[src/rtl/rxfb_pkg.sv]
package rxfb_pkg;
    localparam int NSLOT   = 3;
    localparam int RANK_W  = 2;
    localparam int BYTE_W  = 8;
    localparam int MAX_LEN = 16;
    localparam int IDX_W   = $clog2(MAX_LEN);
    localparam int LEN_W   = $clog2(MAX_LEN + 1);
    localparam int SLOT_W  = $clog2(NSLOT);
    localparam int ADDR_W  = 6;

    localparam logic [ADDR_W-1:0] A_LEN_BASE = 6'h30;
    localparam logic [ADDR_W-1:0] A_STATUS   = 6'h33;
    localparam logic [ADDR_W-1:0] A_CTRL     = 6'h34;

    typedef enum logic [1:0] {
        ST_IDLE,
        ST_CAPTURE,
        ST_DROP
    } cap_state_e;
endpackage

[src/rtl/rxfb_frame_fsm.sv]
module rxfb_frame_fsm
    import rxfb_pkg::*;
(
    input  logic              clk,
    input  logic              rst_n,
    input  logic              rx_start,
    input  logic              rx_valid,
    input  logic              rx_end,
    input  logic [NSLOT-1:0]  free_mask,
    output logic              wr_en,
    output logic [SLOT_W-1:0] wr_slot,
    output logic [IDX_W-1:0]  wr_idx,
    output logic              commit,
    output logic [LEN_W-1:0]  commit_len,
    output logic              ovf_set
);
    cap_state_e        state_q, state_d;
    logic [LEN_W-1:0]  cnt_q;
    logic [SLOT_W-1:0] slot_q;
    logic [SLOT_W-1:0] pick;
    logic              free_any;

    always_comb begin
        pick     = '0;
        free_any = |free_mask;
        for (int i = NSLOT - 1; i >= 0; i--) begin
            if (free_mask[i]) pick = SLOT_W'(i);
        end
    end

    always_ff @(posedge clk or negedge rst_n) begin
        if (!rst_n) state_q <= ST_IDLE;
        else        state_q <= state_d;
    end

    always_comb begin
        state_d = state_q;
        if (rx_start) begin
            state_d = free_any ? ST_CAPTURE : ST_DROP;
        end else begin
            unique case (state_q)
                ST_IDLE:    state_d = ST_IDLE;
                ST_CAPTURE: if (rx_end) state_d = ST_IDLE;
                ST_DROP:    if (rx_end) state_d = ST_IDLE;
                default:    state_d = ST_IDLE;
            endcase
        end
    end

    always_comb begin
        wr_en      = 1'b0;
        commit     = 1'b0;
        ovf_set    = rx_start && !free_any;
        wr_slot    = slot_q;
        wr_idx     = cnt_q[IDX_W-1:0];
        unique case (state_q)
            ST_CAPTURE: begin
                wr_en  = rx_valid && !rx_start && (cnt_q < LEN_W'(MAX_LEN));
                commit = rx_end && !rx_start;
            end
            default: begin
                wr_en  = 1'b0;
                commit = 1'b0;
            end
        endcase
        commit_len = cnt_q + {{(LEN_W-1){1'b0}}, wr_en};
        if (commit_len == '0) commit = 1'b0;
    end

    always_ff @(posedge clk or negedge rst_n) begin
        if (!rst_n) begin
            cnt_q  <= '0;
            slot_q <= '0;
        end else if (rx_start) begin
            cnt_q <= '0;
            if (free_any) slot_q <= pick;
        end else if (wr_en) begin
            cnt_q <= cnt_q + 1'b1;
        end
    end
endmodule

[src/rtl/rxfb_slot_store.sv]
module rxfb_slot_store
    import rxfb_pkg::*;
(
    input  logic              clk,
    input  logic              we,
    input  logic [SLOT_W-1:0] wslot,
    input  logic [IDX_W-1:0]  widx,
    input  logic [BYTE_W-1:0] wdata,
    input  logic [SLOT_W-1:0] rslot,
    input  logic [IDX_W-1:0]  ridx,
    output logic [BYTE_W-1:0] rdata
);
    logic [BYTE_W-1:0] rd_slot [NSLOT];

    for (genvar s = 0; s < NSLOT; s++) begin : g_slot
        logic [BYTE_W-1:0] mem [MAX_LEN];
        always_ff @(posedge clk) begin
            if (we && wslot == SLOT_W'(s)) mem[widx] <= wdata;
        end
        assign rd_slot[s] = mem[ridx];
    end

    always_comb begin
        rdata = '0;
        for (int s = 0; s < NSLOT; s++) begin
            if (rslot == SLOT_W'(s)) rdata = rd_slot[s];
        end
    end
endmodule

[src/rtl/rxfb_age_tracker.sv]
module rxfb_age_tracker
    import rxfb_pkg::*;
(
    input  logic                    clk,
    input  logic                    rst_n,
    input  logic                    commit,
    input  logic [SLOT_W-1:0]       commit_slot,
    input  logic [LEN_W-1:0]        commit_len,
    input  logic [NSLOT-1:0]        release_mask,
    input  logic                    clear_all,
    input  logic                    ovf_set,
    output logic [NSLOT*RANK_W-1:0] ranks,
    output logic [NSLOT*LEN_W-1:0]  lens,
    output logic                    overflow
);
    logic [RANK_W-1:0] rank_q [NSLOT];
    logic [RANK_W-1:0] rank_d [NSLOT];
    logic [RANK_W-1:0] kept   [NSLOT];
    logic [NSLOT-1:0]  gone;
    logic [RANK_W-1:0] occ;
    logic              ovf_q;

    always_comb begin
        for (int i = 0; i < NSLOT; i++) begin
            gone[i] = release_mask[i] && (rank_q[i] != '0);
        end
        occ = '0;
        for (int i = 0; i < NSLOT; i++) begin
            kept[i] = rank_q[i];
            if (gone[i]) begin
                kept[i] = '0;
            end else if (rank_q[i] != '0) begin
                for (int j = 0; j < NSLOT; j++) begin
                    if (gone[j] && rank_q[j] < rank_q[i]) kept[i] = kept[i] - 1'b1;
                end
            end
            if (kept[i] != '0) occ = occ + 1'b1;
        end
        for (int i = 0; i < NSLOT; i++) begin
            if (clear_all)                                   rank_d[i] = '0;
            else if (commit && commit_slot == SLOT_W'(i))    rank_d[i] = occ + 1'b1;
            else                                             rank_d[i] = kept[i];
        end
    end

    for (genvar s = 0; s < NSLOT; s++) begin : g_slot
        logic [LEN_W-1:0] len_q;
        always_ff @(posedge clk or negedge rst_n) begin
            if (!rst_n) begin
                rank_q[s] <= '0;
                len_q     <= '0;
            end else begin
                rank_q[s] <= rank_d[s];
                if (clear_all || gone[s])                          len_q <= '0;
                else if (commit && commit_slot == SLOT_W'(s))     len_q <= commit_len;
            end
        end
        assign ranks[s*RANK_W +: RANK_W] = rank_q[s];
        assign lens[s*LEN_W +: LEN_W]    = len_q;
    end

    always_ff @(posedge clk or negedge rst_n) begin
        if (!rst_n)         ovf_q <= 1'b0;
        else if (clear_all) ovf_q <= 1'b0;
        else if (ovf_set)   ovf_q <= 1'b1;
    end

    assign overflow = ovf_q;
endmodule

[src/rtl/rx_frame_buffer.sv]
module rx_frame_buffer
    import rxfb_pkg::*;
(
    input  logic              clk,
    input  logic              rst_n,
    input  logic              rx_start,
    input  logic              rx_valid,
    input  logic [BYTE_W-1:0] rx_data,
    input  logic              rx_end,
    input  logic              reg_wr,
    input  logic [ADDR_W-1:0] reg_addr,
    input  logic [BYTE_W-1:0] reg_wdata,
    output logic [BYTE_W-1:0] reg_rdata,
    output logic [NSLOT-1:0]  slot_irq,
    output logic              overflow
);
    logic [3:0]                ctrl_q;
    logic                      ctrl_wr;
    logic [NSLOT-1:0]          release_mask;
    logic                      clear_all;
    logic [NSLOT-1:0]          empty_mask;
    logic [NSLOT-1:0]          free_mask;
    logic                      wr_en;
    logic [SLOT_W-1:0]         wr_slot;
    logic [IDX_W-1:0]          wr_idx;
    logic                      commit;
    logic [LEN_W-1:0]          commit_len;
    logic                      ovf_set;
    logic [NSLOT*RANK_W-1:0]   ranks;
    logic [NSLOT*LEN_W-1:0]    lens;
    logic [BYTE_W-1:0]         store_rdata;

    assign ctrl_wr      = reg_wr && (reg_addr == A_CTRL);
    assign release_mask = ctrl_wr ? (ctrl_q[NSLOT-1:0] & ~reg_wdata[NSLOT-1:0]) : '0;
    assign clear_all    = ctrl_wr && (reg_wdata[3:0] == 4'hF);

    always_ff @(posedge clk or negedge rst_n) begin
        if (!rst_n)       ctrl_q <= '0;
        else if (ctrl_wr) ctrl_q <= reg_wdata[3:0];
    end

    for (genvar s = 0; s < NSLOT; s++) begin : g_irq
        assign empty_mask[s] = (ranks[s*RANK_W +: RANK_W] == '0);
        assign slot_irq[s]   = !empty_mask[s];
    end

    assign free_mask = empty_mask & (ctrl_q[3] ? {NSLOT{1'b1}} : NSLOT'(1));

    rxfb_frame_fsm u_fsm (
        .clk        (clk),
        .rst_n      (rst_n),
        .rx_start   (rx_start),
        .rx_valid   (rx_valid),
        .rx_end     (rx_end),
        .free_mask  (free_mask),
        .wr_en      (wr_en),
        .wr_slot    (wr_slot),
        .wr_idx     (wr_idx),
        .commit     (commit),
        .commit_len (commit_len),
        .ovf_set    (ovf_set)
    );

    rxfb_slot_store u_store (
        .clk   (clk),
        .we    (wr_en),
        .wslot (wr_slot),
        .widx  (wr_idx),
        .wdata (rx_data),
        .rslot (reg_addr[ADDR_W-1 -: SLOT_W]),
        .ridx  (reg_addr[IDX_W-1:0]),
        .rdata (store_rdata)
    );

    rxfb_age_tracker u_age (
        .clk          (clk),
        .rst_n        (rst_n),
        .commit       (commit),
        .commit_slot  (wr_slot),
        .commit_len   (commit_len),
        .release_mask (release_mask),
        .clear_all    (clear_all),
        .ovf_set      (ovf_set),
        .ranks        (ranks),
        .lens         (lens),
        .overflow     (overflow)
    );

    always_comb begin
        reg_rdata = '0;
        if (reg_addr[ADDR_W-1 -: SLOT_W] < SLOT_W'(NSLOT)) begin
            reg_rdata = store_rdata;
        end else begin
            for (int s = 0; s < NSLOT; s++) begin
                if (reg_addr == A_LEN_BASE + ADDR_W'(s))
                    reg_rdata = BYTE_W'(lens[s*LEN_W +: LEN_W]);
            end
            if (reg_addr == A_STATUS) reg_rdata = {overflow, 1'b0, ranks};
            if (reg_addr == A_CTRL)   reg_rdata = {4'b0, ctrl_q};
        end
    end
endmodule

[config.mk]
export PLATFORM = sky130hd
export DESIGN_NAME = rx_frame_buffer
export DESIGN_NICKNAME = d
export VERILOG_FILES = /design/src/rtl/rxfb_pkg.sv /design/src/rtl/rxfb_frame_fsm.sv /design/src/rtl/rxfb_slot_store.sv /design/src/rtl/rxfb_age_tracker.sv /design/src/rtl/rx_frame_buffer.sv
export SDC_FILE = /design/constraint.sdc
export NUM_CORES = 1
export LEC_CHECK = 0
export BUFFER_PORTS_ARGS = -buffer_cell sky130_fd_sc_hd__buf_2
export CAP_MARGIN = 10
export CELL_PAD_IN_SITES_DETAIL_PLACEMENT = 0
export CELL_PAD_IN_SITES_GLOBAL_PLACEMENT = 1
export CORE_MARGIN = 1
export CORE_UTILIZATION = 45
export CTS_BUF_LIST = sky130_fd_sc_hd__clkbuf_16
export DETAILED_ROUTE_END_ITERATION = 7
export PLACE_DENSITY = 0.68
export SLEW_MARGIN = 15
export SYNTH_ARGS = -nofsm -noshare
export SYNTH_HDL_FRONTEND = slang
export SYNTH_SLANG_ARGS = --single-unit
[constraint.sdc]
create_clock -name clk -period 7.4 [get_ports clk]
set_input_delay 1.11 -clock clk [delete_from_list [all_inputs] [get_ports clk]]
set_output_delay 1.11 -clock clk [all_outputs]
set_load 0.02 [all_outputs]
# Word-level counts from Yosys, hierarchy flattened
# Memories as Yosys holds them, arrays and structs flattened.
# Cells that the tools add are included.
# word_totals
ff_bits	35
ramBits	384
input_bits	28
elab_cells	180
memories	3
# op_classes
addsub	14
magnitude_cmp	11
n_eq_ne	13
n_mux	73
bitwise_logic	3
reduce_logical	52
# memory_table
memory	words	width	read_ports	rd_clocked_by_memory_dff	wr	line_no	rtl
u_store.g_slot[0].mem	16	8	1	0	1	rxfb_slot_store.sv:16	logic [BYTE_W-1:0] mem [MAX_LEN];
u_store.g_slot[1].mem	16	8	1	0	1	rxfb_slot_store.sv:16	
u_store.g_slot[2].mem	16	8	1	0	1	rxfb_slot_store.sv:16	
# op_table
operator	n
2-bit 2-to-1 mux	42
8-bit 2-to-1 mux	8
5-bit 2-to-1 mux	9
6-bit == test, second input constant	5
1-bit logical AND	24
2-bit nonzero test	11
2-bit less-than comparator	9
2-bit by 1-bit subtractor with 2-bit output, second input constant	9
1-bit 2-to-1 mux	12
2-bit logical NOT	5
3-bit bitwise AND	2
2-bit by 1-bit == test with 1-bit output, second input constant	3
2-bit == test, second input constant	3
3-bit 2-to-1 mux	2
5-bit by 1-bit adder with 5-bit output	1
5-bit by 1-bit adder with 5-bit output, second input constant	1
1-bit logical NOT	5
5-bit logical NOT	1
5-bit less-than comparator, second input constant	1
2-bit by 1-bit adder with 2-bit output, second input constant	2
4-bit == test, second input constant	1
1-bit logical OR	3
3-bit by 1-bit != test with 1-bit output, second input constant	1
3-bit inverter	1
5 further kinds	5

# Logic depth before layout (Yosys ltp)
# Gate-level depths: netlist of run 1.
# logic_depth
word_depth	25
mapped_depth	17
depth_no_buf	15

# By module
# From an unflattened synthesis of run 1, not the netlist that was laid out.
# unflattened
hier_cells	1030
area_unflattened_um2	17755.8
# modules_own_cells
mod	instances	cells_per_inst	area_each_um2	seq_area_each_um2
rxfb_slot_store	1	722	15049.4	11531.1
rxfb_age_tracker	1	188	1605.3	550.5
rxfb_frame_fsm	1	57	553.0	225.2
rx_frame_buffer	1	63	548.0	100.1

# Worst setup path after synthesis of run 1
# No wires, ideal clock.
# synth_timing
path_kind	input to output
from	input port reg_addr[0]
to	output port reg_rdata[6]
arrival_time_ns	3.333
required_time_ns	6.290
setup_slack_ns	2.957
cell_stages	8
path_cell_list	buf_2 buf_2 buf_2 buf_2 mux4_2 mux4_2 nand2_1 o21ai_0
# synth_via
elab_chain_len	5
word_cells_on_any_way	13
classes_between	eq/ne (3); mux (7); memory (3)
# synth_rtl
element	line_no	rtl
start, declared	rx_frame_buffer.sv:11	input logic [ADDR_W-1:0] reg_addr,
memory read 16 x 8 bit / 6-bit == test (equally long branches)	-	
8-bit 2-to-1 mux, on equally long branches	rxfb_slot_store.sv:26, rx_frame_buffer.sv:95	
8-bit 2-to-1 mux, on equally long branches	rxfb_slot_store.sv:26, rx_frame_buffer.sv:98	
8-bit 2-to-1 mux, on equally long branches	rxfb_slot_store.sv:26, rx_frame_buffer.sv:99	
8-bit 2-to-1 mux *	rx_frame_buffer.sv:91	if (reg_addr[ADDR_W-1 -: SLOT_W] < SLOT_W'(NSLOT)) begin
end, declared	rx_frame_buffer.sv:13	output logic [BYTE_W-1:0] reg_rdata,
# Every way passes the cells marked *; elsewhere a longest branch is shown, timed or not.

# Worst setup path in the final report of run 1
# layout_timing
from	input port reg_addr[0]
to	output port reg_rdata[7]
# The elaborated chain is that of the path after synthesis.

==> flow_summary.ini, run 1 <==
[timing]
setup_viol = 0
finalMaxSlewViolations = 0
worst_pin_slew_ns = 1.086
rsz0062_at_grt = no
slew_headroom_pct = 27.32
finClkSkew_ns = 0.02310
holdWs_ns = 0.5025
setup_tns_ns = 0
finalHoldViolations = 0
fmax_mhz = 192.8
fin_crit_ns = 5.187
finalCritPeriodShare_pct = 70.09

[placement]
dp_hpwl_um = 23630
placement.cell_area_um2 = 18120
dpl.cell_count = 1412
numPortBuffers = 35
gp_congestion = 0.8087

[floorplanning]
die_w_um = 198.8
dieArea_um2 = 39530
num_rows = 71
fp.dieH_um = 198.8
ios = 40
start_util_pct = 45.95
coreArea_um2 = 37930

[clock_network]
clock-sinks = 419
ctsHoldBuffers = 0
cts_root_buf = clkbuf_16
cts_setup_buffers = 0
cts_tree = yes
path_clk_slew_ns = 0.06
insertion_delay_ns = 0.58
clock_path_buffers = 3
numCtsBuffers = 44
cts-resized-gates = 0
ctsHtreeMaxLevel = 2

[power]
clkPwrFrac_pct = 39.8
power_leakage_uw = 0.006354
power.internal_uw = 4026
combPwrFrac_pct = 9.9
switching_power_uw = 1255
totalPowerFinal_uw = 5280
vdd_ir_drop_max_uv = 156.1
p_per_area_nw_per_um2 = 271.0
switching_share_pct = 23.76
p_seq_share_pct = 50.3

[global_route]
busiest_layer = met2
grt_pass1_wl_um = 57340
grt_use_total_pct = 20.19
grt_max_degree = 60
grt_pass1_vias = 8874
met2_usage_pct = 32.19
grtUsageMet1_pct = 28.61
antenna_found_initial = 1
grt_overflow = 0
use_met3_pct = 4.188

[critical_path]
cp_max_fo = 59
r2r_start = u_age.ranks[4]$_DFF_PN0_
worst_setup_path_end_kind = output port
critPathRequiredTime_ns = 6.29
cp-start-kind = input port
r2r_setup_slack_ns = 3.48
crit_type = input port to output port
cp.arrival_ns = 4.08
worstRegToRegCells = 13
r2r_end = u_age.ranks[2]$_DFF_PN0_

[routing]
drt_pass1_iterations = 5
postRouteAntennaNets = 0
viasPerCell = 5.736
wl_um = 37760
post-route-drc-count = 0
drtIter0Drc = 613
vias = 8530
wl_per_cell_um = 25.39

[cells_and_area]
nFillCells = 3013
multi_input_area_um2 = 4742
drive_above_1_share_pct = 24.49
stdcell_area_um2 = 19480
nNetsFinal = 993
fin_cells = 1487
seqCellArea_um2 = 12410
antennaDiodeCount = 0
syn2layout_area_growth_pct = 11.77

[run_status]
status = completed

[yosys]
syn_inst = 906
synthArstFlopShare_pct = 8.353
synth_seq_cells = 419
synth_cell_type_count = 60
netlist_area_um2 = 17430
yosysSeqAreaShare_pct = 71.17
syn_nets = 952
synth_ff_type = edfxtp_1
synth_edf_count = 384
synth_area_per_cell_um2 = 19.24
ys_warn_count = 0

[hold_path]
hold_depth = 1
holdPathEnd = u_age.g_slot[0].len_q[4]$_DFFE_PN0P_
hold_path.startpoint = u_age.g_slot[0].len_q[4]$_DFFE_PN0P_
hold_path_class = register to register

[flow_run]
max_cap_viol_count = 0
flip-flops by register name (all words and copies together) (netlist names):
signal              flops
u_fsm.state_q           2
u_age.overflow          1
u_age.g_slot.len_q     15
u_fsm.cnt_q             5
u_age.ranks             6
u_fsm.wr_slot           2
ctrl_q                  4
u_store.g_slot.mem    384
cells by family after synthesis:
| logic type | share of synthesized area (%) |
|---|---|
| AO/OA/AOI/OAI | 3.237 |
| XOR/XNOR | 0.6460 |
| adder cells (fa/ha/maj) | 1.292 |
| buffers and inverters | 1.622 |
| flip-flops | 71.17 |
| multiplexers | 17.33 |
| AND/OR/NAND/NOR | 4.702 |
metal layers:
layer	part of all wire [%]	routed length (um)	vias up
li1	-	-	3776
met1	45	16990	4484
met2	48	18080	228
met3	5.5	2066	42
met4	1.6	617	0
met5	0	0	-
worst max-delay path by stage:
stage,startpoint,to,slack [ns],depth (start not counted)
global placement,reg_addr[0],reg_rdata[5],2.04,8
finish,reg_addr[0],reg_rdata[7],2.21,8
CTS,reg_addr[0],reg_rdata[5],2.03,8
floorplan,reg_addr[0],reg_rdata[6],2.96,8
global route,reg_addr[0],reg_rdata[7],1.98,8
detailed placement,reg_addr[0],reg_rdata[5],2.03,8
synthesized netlist by cell type, drive strengths merged (7+ instances only):
| master | number | area share [%] |
|---|---|---|
| o21ai | 11 | 0.32 |
| xnor2 | 7 | 0.39 |
| mux4 | 125 | 16 |
| inv | 20 | 0.43 |
| edfxtp | 384 | 66 |
| ha | 18 | 1.3 |
| clkbuf | 26 | 0.57 |
| nand3 | 12 | 0.34 |
| a22o | 10 | 0.50 |
| mux2i | 13 | 0.77 |
| nor2 | 75 | 1.7 |
| a21oi | 14 | 0.40 |
| buf | 20 | 0.62 |
| and2 | 8 | 0.29 |
| dfrtp | 35 | 5.0 |
| nand2 | 43 | 0.93 |
cell type report:
type / count / area share, %
sequential: 419 / 63.68
multi-input combinational: 421 / 24.34
clock buffer: 45 / 5.780
tap: 511 / 3.282
timing repair buffer: 41 / 1.304
clock inverter: 30 / 1.233
inverter: 20 / 0.3853
cell usage in the layout (no fill, tap or decap), types with 10 or more instances in the layout:
cell type | Yosys | layout
edfxtp_1 | 384 | 384
mux4_2 | 125 | 125
o21ai_0 | 11 | 11
nand2_1 | 43 | 43
nand3_1 | 12 | 12
ha_1 | 18 | 18
mux2i_1 | 12 | 12
dfrtp_1 | 35 | 35
clkbuf_16 | 0 | 45
inv_1 | 20 | 30
a22o_1 | 10 | 10
buf_2 | 15 | 33
a21oi_1 | 14 | 14
nor2_1 | 74 | 74
critical path, stage by stage:
cell and delay (ns):
buf_6 0.62, buf_12 0.41, mux4_2 0.60, mux4_2 0.48, mux2i_1 0.24, o21ai_0 0.15
a41o_1 0.24, buf_2 0.16
power groups by stage:
| stage | clock, uW | combinational [uW] | sequential, uW |
|---|---|---|---|
| floorplan | 0 | 364 | 2690 |
| global placement | 0 | 519 | 2700 |
| detailed placement | 0 | 527 | 2700 |
| CTS | 2140 | 529 | 2660 |
| global route | 2230 | 577 | 2660 |
| finish | 2100 | 522 | 2660 |
metrics by stage:
step | util (%) | setup slack [ns]
after floorplan | - | 2.957
after global placement | 47.76 | 2.035
after detailed placement | 47.76 | 2.030
after CTS | 51.36 | 2.034
after global routing | 51.36 | 1.983
final | 51.36 | 2.213
(Power assumes the default switching activity.)
==> run 2: changes to the inputs <==
- PLACE_DENSITY: 0.68 -> 0.71
- clock period: 7.4 -> 4.3 ns (I/O delays scaled with it)
==> run 2 against run 1 <==
Die area stayed put. Sequential share of layout area decreased by 0.97 points. Combinational power is 79% higher. Register-to-register slack got worse by 2.8 ns. Critical endpoint is now reg_rdata[5].
==> flow_summary.ini, run 2 (same netlist as run 1, synthesis figures left out) <==
[global_route]
grt_pass1_wl_um = 57570
antenna_found_initial = 1
grt_max_degree = 54
grt_use_total_pct = 20.18
grtUsageMet1_pct = 29.01
met2_usage_pct = 31.74
busiest_layer = met2
grt_pass1_vias = 8868
grt_overflow = 0
use_met3_pct = 3.900

[clock_network]
insertion_delay_ns = 0.56
cts-resized-gates = 0
cts_root_buf = clkbuf_16
ctsHtreeMaxLevel = 2
clock-sinks = 419
cts_tree = yes
numCtsBuffers = 43
cts_setup_buffers = 0
path_clk_slew_ns = 0.06
ctsHoldBuffers = 0
clock_path_buffers = 3

[timing]
setup_viol = 0
slew_headroom_pct = 35.87
setup_tns_ns = 0
rsz0062_at_grt = no
finClkSkew_ns = 0.01407
setup_ws_ns = 0.4361
fin_crit_ns = 3.864
worst_pin_slew_ns = 0.9620
finalMaxSlewViolations = 0
fmax_mhz = 258.8
finalCritPeriodShare_pct = 89.86
finalHoldViolations = 0

[critical_path]
crit_type = input port to output port
critPathRequiredTime_ns = 3.65
worst_setup_path_end_kind = output port
cp_max_fo = 30
cp.arrival_ns = 3.22
cp-start-kind = input port

[floorplanning]
coreArea_um2 = 37930
fp.dieH_um = 198.8
start_util_pct = 45.95
die_w_um = 198.8
num_rows = 71
ios = 40
dieArea_um2 = 39530

[placement]
post-place-ws_ns = 0.3896
dp_hpwl_um = 24410
numPortBuffers = 35
gp_congestion = 0.8511

[power]
p_per_area_nw_per_um2 = 452.2
power_leakage_uw = 0.006572
totalPowerFinal_uw = 8947
vdd_ir_drop_max_uv = 252.7

[hold_path]
hold_path_class = input port to async pin

[cells_and_area]
nNetsFinal = 1035
largest_register_ffs = 384
syn2layout_area_growth_pct = 13.49
final_common_cell = edfxtp_1
top_register = u_store.g_slot.mem
final_cell_mix = edfxtp_1 (384), mux4_2 (125), nor2_1 (74)
drive_above_1_share_pct = 27.58

[routing]
viasPerCell = 5.683
postRouteAntennaNets = 0
wl_per_cell_um = 24.72
drtIter0Drc = 735
drt_pass1_iterations = 5
post-route-drc-count = 0
vias = 8700
wl_um = 37840

[run_status]
status = completed

[flow_run]
max_cap_viol_count = 0
==> run 2: metrics by stage <==
stage                     area [um2]  hold WS (ns)  cells  util (%)
after floorplan                17430        0.3494    906         -
after global placement         18480        0.4849   1455     48.71
after detailed placement       18480        0.4914   1455     48.71
after CTS                      19780        0.2062   1530     52.15
after global routing           19780        0.2451   1530     52.15
final                          19780        0.2021   1531     52.16
==> run 2: power by group <==
group / leakage (uW) / total (uW) / internal (uW) / switching, uW
sequential: 0.00392 / 4570 / 4510 / 61.8
combinational: 0.00197 / 932 / 366 / 567
clock: 0.000683 / 3440 / 1950 / 1490
total: 0.00657 / 8950 / 6820 / 2120
==> run 2: worst paths after layout <==
kind,startpoint,endpoint,slack [ns],cells after the start
worst max-delay path,reg_addr[0],reg_rdata[5],0.44,8
worst min-delay path,rst_n,u_fsm.state_q[1]$_DFFE_PN0P_,0.20,1
worst max register to register,u_age.ranks[4]$_DFF_PN0_,u_age.ranks[3]$_DFF_PN0_,0.67,14
worst min register to register,u_age.g_slot[1].len_q[2]$_DFFE_PN0P_,u_age.g_slot[1].len_q[2]$_DFFE_PN0P_,0.51,1
max in group asynchronous,rst_n,u_age.ranks[5]$_DFF_PN0_,3.56,1
min in group clk,rx_end,u_fsm.state_q[1]$_DFFE_PN0P_,0.34,2
==> run 2: cell type report <==
| cell class | count | area, um2 |
|---|---|---|
| Sequential cell | 419 | 12410 |
| Clock inverter | 32 | 227.7 |
| Fill cell | 3062 | 18150 |
| Timing Repair Buffer | 84 | 614.3 |
| Clock buffer | 43 | 1076 |
| Inverter | 20 | 75.07 |
| Tap cell | 511 | 639.4 |
| Multi-Input combinational cell | 421 | 4742 |
| Antenna cell | 1 | 2.502 |
==> run 2: worst max-delay path: stages <==
cell and delay, ns:
buf_6 0.37, buf_4 0.31, mux4_2 0.53, mux4_2 0.47, mux2i_1 0.30, o21ai_0 0.18
a41o_1 0.23, buf_2 0.16
==> run 2: per-layer routing <==
metal	vias to the layer above	wire [um]
met2	261	18240
met3	46	2271
met1	4537	16670
met4	0	659
met5	-	0
li1	3856	-
==> run 3: changes to the inputs <==
--- a/config.mk
+++ b/config.mk
@@ -8,5 +8,3 @@
 export BUFFER_PORTS_ARGS = -buffer_cell sky130_fd_sc_hd__buf_2
-export CAP_MARGIN = 10
-export CELL_PAD_IN_SITES_DETAIL_PLACEMENT = 0
-export CELL_PAD_IN_SITES_GLOBAL_PLACEMENT = 1
+export CAP_MARGIN = 20
 export CORE_MARGIN = 1
@@ -15,3 +13,3 @@
 export DETAILED_ROUTE_END_ITERATION = 7
-export PLACE_DENSITY = 0.71
+export PLACE_DENSITY = 0.64
 export SLEW_MARGIN = 15
==> constraint.sdc (replaced) <==
create_clock -name clk -period 4.3 [get_ports clk]
set_input_delay 0 -clock clk [delete_from_list [all_inputs] [get_ports clk]]
set_output_delay 0 -clock clk [all_outputs]
set_load 0.02 [all_outputs]
==> run 3 against run 2 <==
Maximum frequency is 3.0% higher. Clock power increased by 15%. Wire length increased by 2.0%. Setup slack improved by 0.11 ns. Hold slack worse by 0.15 ns. Largest cell class unchanged. Utilization up 0.11 points. Die area did not move. Flip-flop and latch count unchanged. Combinational power is 1% lower.
==> flow_summary.ini, run 3 (same netlist as run 1, synthesis figures left out) <==
[placement]
dp_hpwl_um = 24080
gp_congestion = 0.8773
numPortBuffers = 35

[global_route]
grt_pass1_wl_um = 57770
grt_overflow = 0
grt_pass1_vias = 8862
grt_use_total_pct = 20.35
grt_max_degree = 55
antenna_found_initial = 0

[cells_and_area]
final_util_pct = 52.27
nNetsFinal = 1018
drive_above_1_share_pct = 26.47
largest_register_ffs = 384
antennaDiodeCount = 0
syn2layout_area_growth_pct = 13.74
nFillCells = 3025
final_common_cell = edfxtp_1
top_register = u_store.g_slot.mem
final_cell_mix = edfxtp_1 (384), mux4_2 (125), nor2_1 (74)

[clock_network]
cts-resized-gates = 0
clock-sinks = 419
ctsHtreeMaxLevel = 2
cts_tree = yes
path_clk_slew_ns = 0.06
insertion_delay_ns = 0.55
clock_path_buffers = 3
cts_root_buf = clkbuf_16
numCtsBuffers = 44

[routing]
drtIter0Drc = 732
top_layer_used = met4
drt_pass1_iterations = 6
wl_um = 38600
wl_met1_um = 17250
viasPerCell = 5.772
post-route-drc-count = 0
postRouteAntennaNets = 0
vias = 8750
routed-wl-met3_um = 2412
wl_per_cell_um = 25.46
dr_wl_met2_um = 18460

[floorplanning]
coreArea_um2 = 37930
num_rows = 71
ios = 40
fp.dieH_um = 198.8
die_w_um = 198.8
start_util_pct = 45.95
dieArea_um2 = 39530

[critical_path]
cp_max_fo = 9
crit_type = register to register
cp.arrival_ns = 4.23
worst_setup_path_end_kind = register
critPathRequiredTime_ns = 4.78
cp-start-kind = register

[power]
vdd_ir_drop_max_uv = 261.5
switching_share_pct = 22.97
p_seq_share_pct = 48.4
clkPwrFrac_pct = 41.9
switching_power_uw = 2170
combPwrFrac_pct = 9.7
p_per_area_nw_per_um2 = 476.6
power_leakage_uw = 0.006526
power.internal_uw = 7278

[timing]
rsz0062_at_grt = no
finClkSkew_ns = 0.02669
setup_viol = 0
slew_headroom_pct = 29.33
fmax_mhz = 266.5
finalHoldViolations = 0
worst_pin_slew_ns = 1.056
fin_crit_ns = 3.753
setup_tns_ns = 0
finalMaxSlewViolations = 0
finalCritPeriodShare_pct = 87.27

[hold_path]
hold_path_class = input port to register

[run_status]
status = completed

[flow_run]
max_cap_viol_count = 0
[run 3: changes by cell type in the layout (fill, tap and decap cells not counted), moves of 2 or more]
| cell | previous run | this run |
|---|---|---|
| buf_4 | 45 | 22 |
| inv_16 | 2 | 0 |
| inv_1 | 33 | 23 |
| clkinv_2 | 4 | 9 |
| dlygate4sd3_1 | 0 | 9 |
| clkinv_1 | 7 | 9 |
| buf_12 | 5 | 1 |
| bufinv_16 | 2 | 9 |
[run 3: layout make-up]
type	count	area, um2	area share, %
timing repair buffer	66	451.7	2.278
sequential	419	12410	62.58
multi-input combinational	421	4742	23.92
tap	511	639.4	3.225
clock inverter	35	410.4	2.070
inverter	20	75.07	0.3786
clock buffer	44	1101	5.553
[run 3: path summary, 6_finish.rpt]
path | endpoint | slack (ns) | from | depth (start not counted)
setup / recovery | u_age.ranks[3]$_DFF_PN0_ | 0.55 | u_age.ranks[2]$_DFF_PN0_ | 14
setup reg to reg | u_age.ranks[3]$_DFF_PN0_ | 0.55 | u_age.ranks[2]$_DFF_PN0_ | 14
max in group asynchronous | u_age.g_slot[1].len_q[0]$_DFFE_PN0P_ | 3.67 | rst_n | 2
min in group asynchronous | u_fsm.state_q[1]$_DFFE_PN0P_ | 0.10 | rst_n | 2
hold reg to reg | u_age.g_slot[1].len_q[1]$_DFFE_PN0P_ | 0.51 | u_age.g_slot[1].len_q[1]$_DFFE_PN0P_ | 1
hold / removal | u_fsm.cnt_q[1]$_DFFE_PN0P_ | 0.05 | rx_valid | 4
[run 3: power groups by stage]
stage / registers [uW] / logic (uW) / clock network, uW
6_report: 4570 / 919 / 3960
5_1_grt: 4580 / 1000 / 4190
4_1_cts: 4570 / 921 / 4040
3_5_place_dp: 4650 / 904 / 0
3_3_place_gp: 4650 / 890 / 0
2_1_floorplan: 4630 / 626 / 0
[run 3: metrics by stage]
stage	setup slack (ns)	total power, uW	area (um2)	hold WS, ns	cells
after detailed placement	0.5676	5558	18230	0.1361	1428
after floorplan	0.9253	5257	17430	-0.2956	906
final	0.5475	9448	19830	0.05318	1516
after global routing	0.2665	9768	19830	0.05193	1516
after global placement	0.6349	5542	18230	0.1226	1428
after CTS	0.5375	9533	19830	0.01752	1516
[run 3: what timing repair did]
action | CTS | global route
buffers inserted | 0 | 0
hold endpoints to repair | 51 | 0
hold buffers | 9 | 0
[run 3: critical path: stages, from the launching register on]
cell and delay, ns:
dfrtp_1 0.47, inv_1 0.12, ha_1 0.33, nor2_1 0.21
nand4_4 0.22, a211oi_2 0.44, mux2i_1 0.17, a2111oi_2 0.41
nor2_1 0.07, or2_1 0.24, ha_1 0.41, nor2_1 0.17
nand2_1 0.08, mux2_4 0.29, nand2_1 0.06
[run 3: per-layer routing]
| metal | up-vias | GRT usage, % |
|---|---|---|
| met5 | - | 0 |
| met4 | 0 | 4.302 |
| met3 | 40 | 4.018 |
| met2 | 269 | 32.18 |
| met1 | 4605 | 29.45 |
| li1 | 3836 | - |
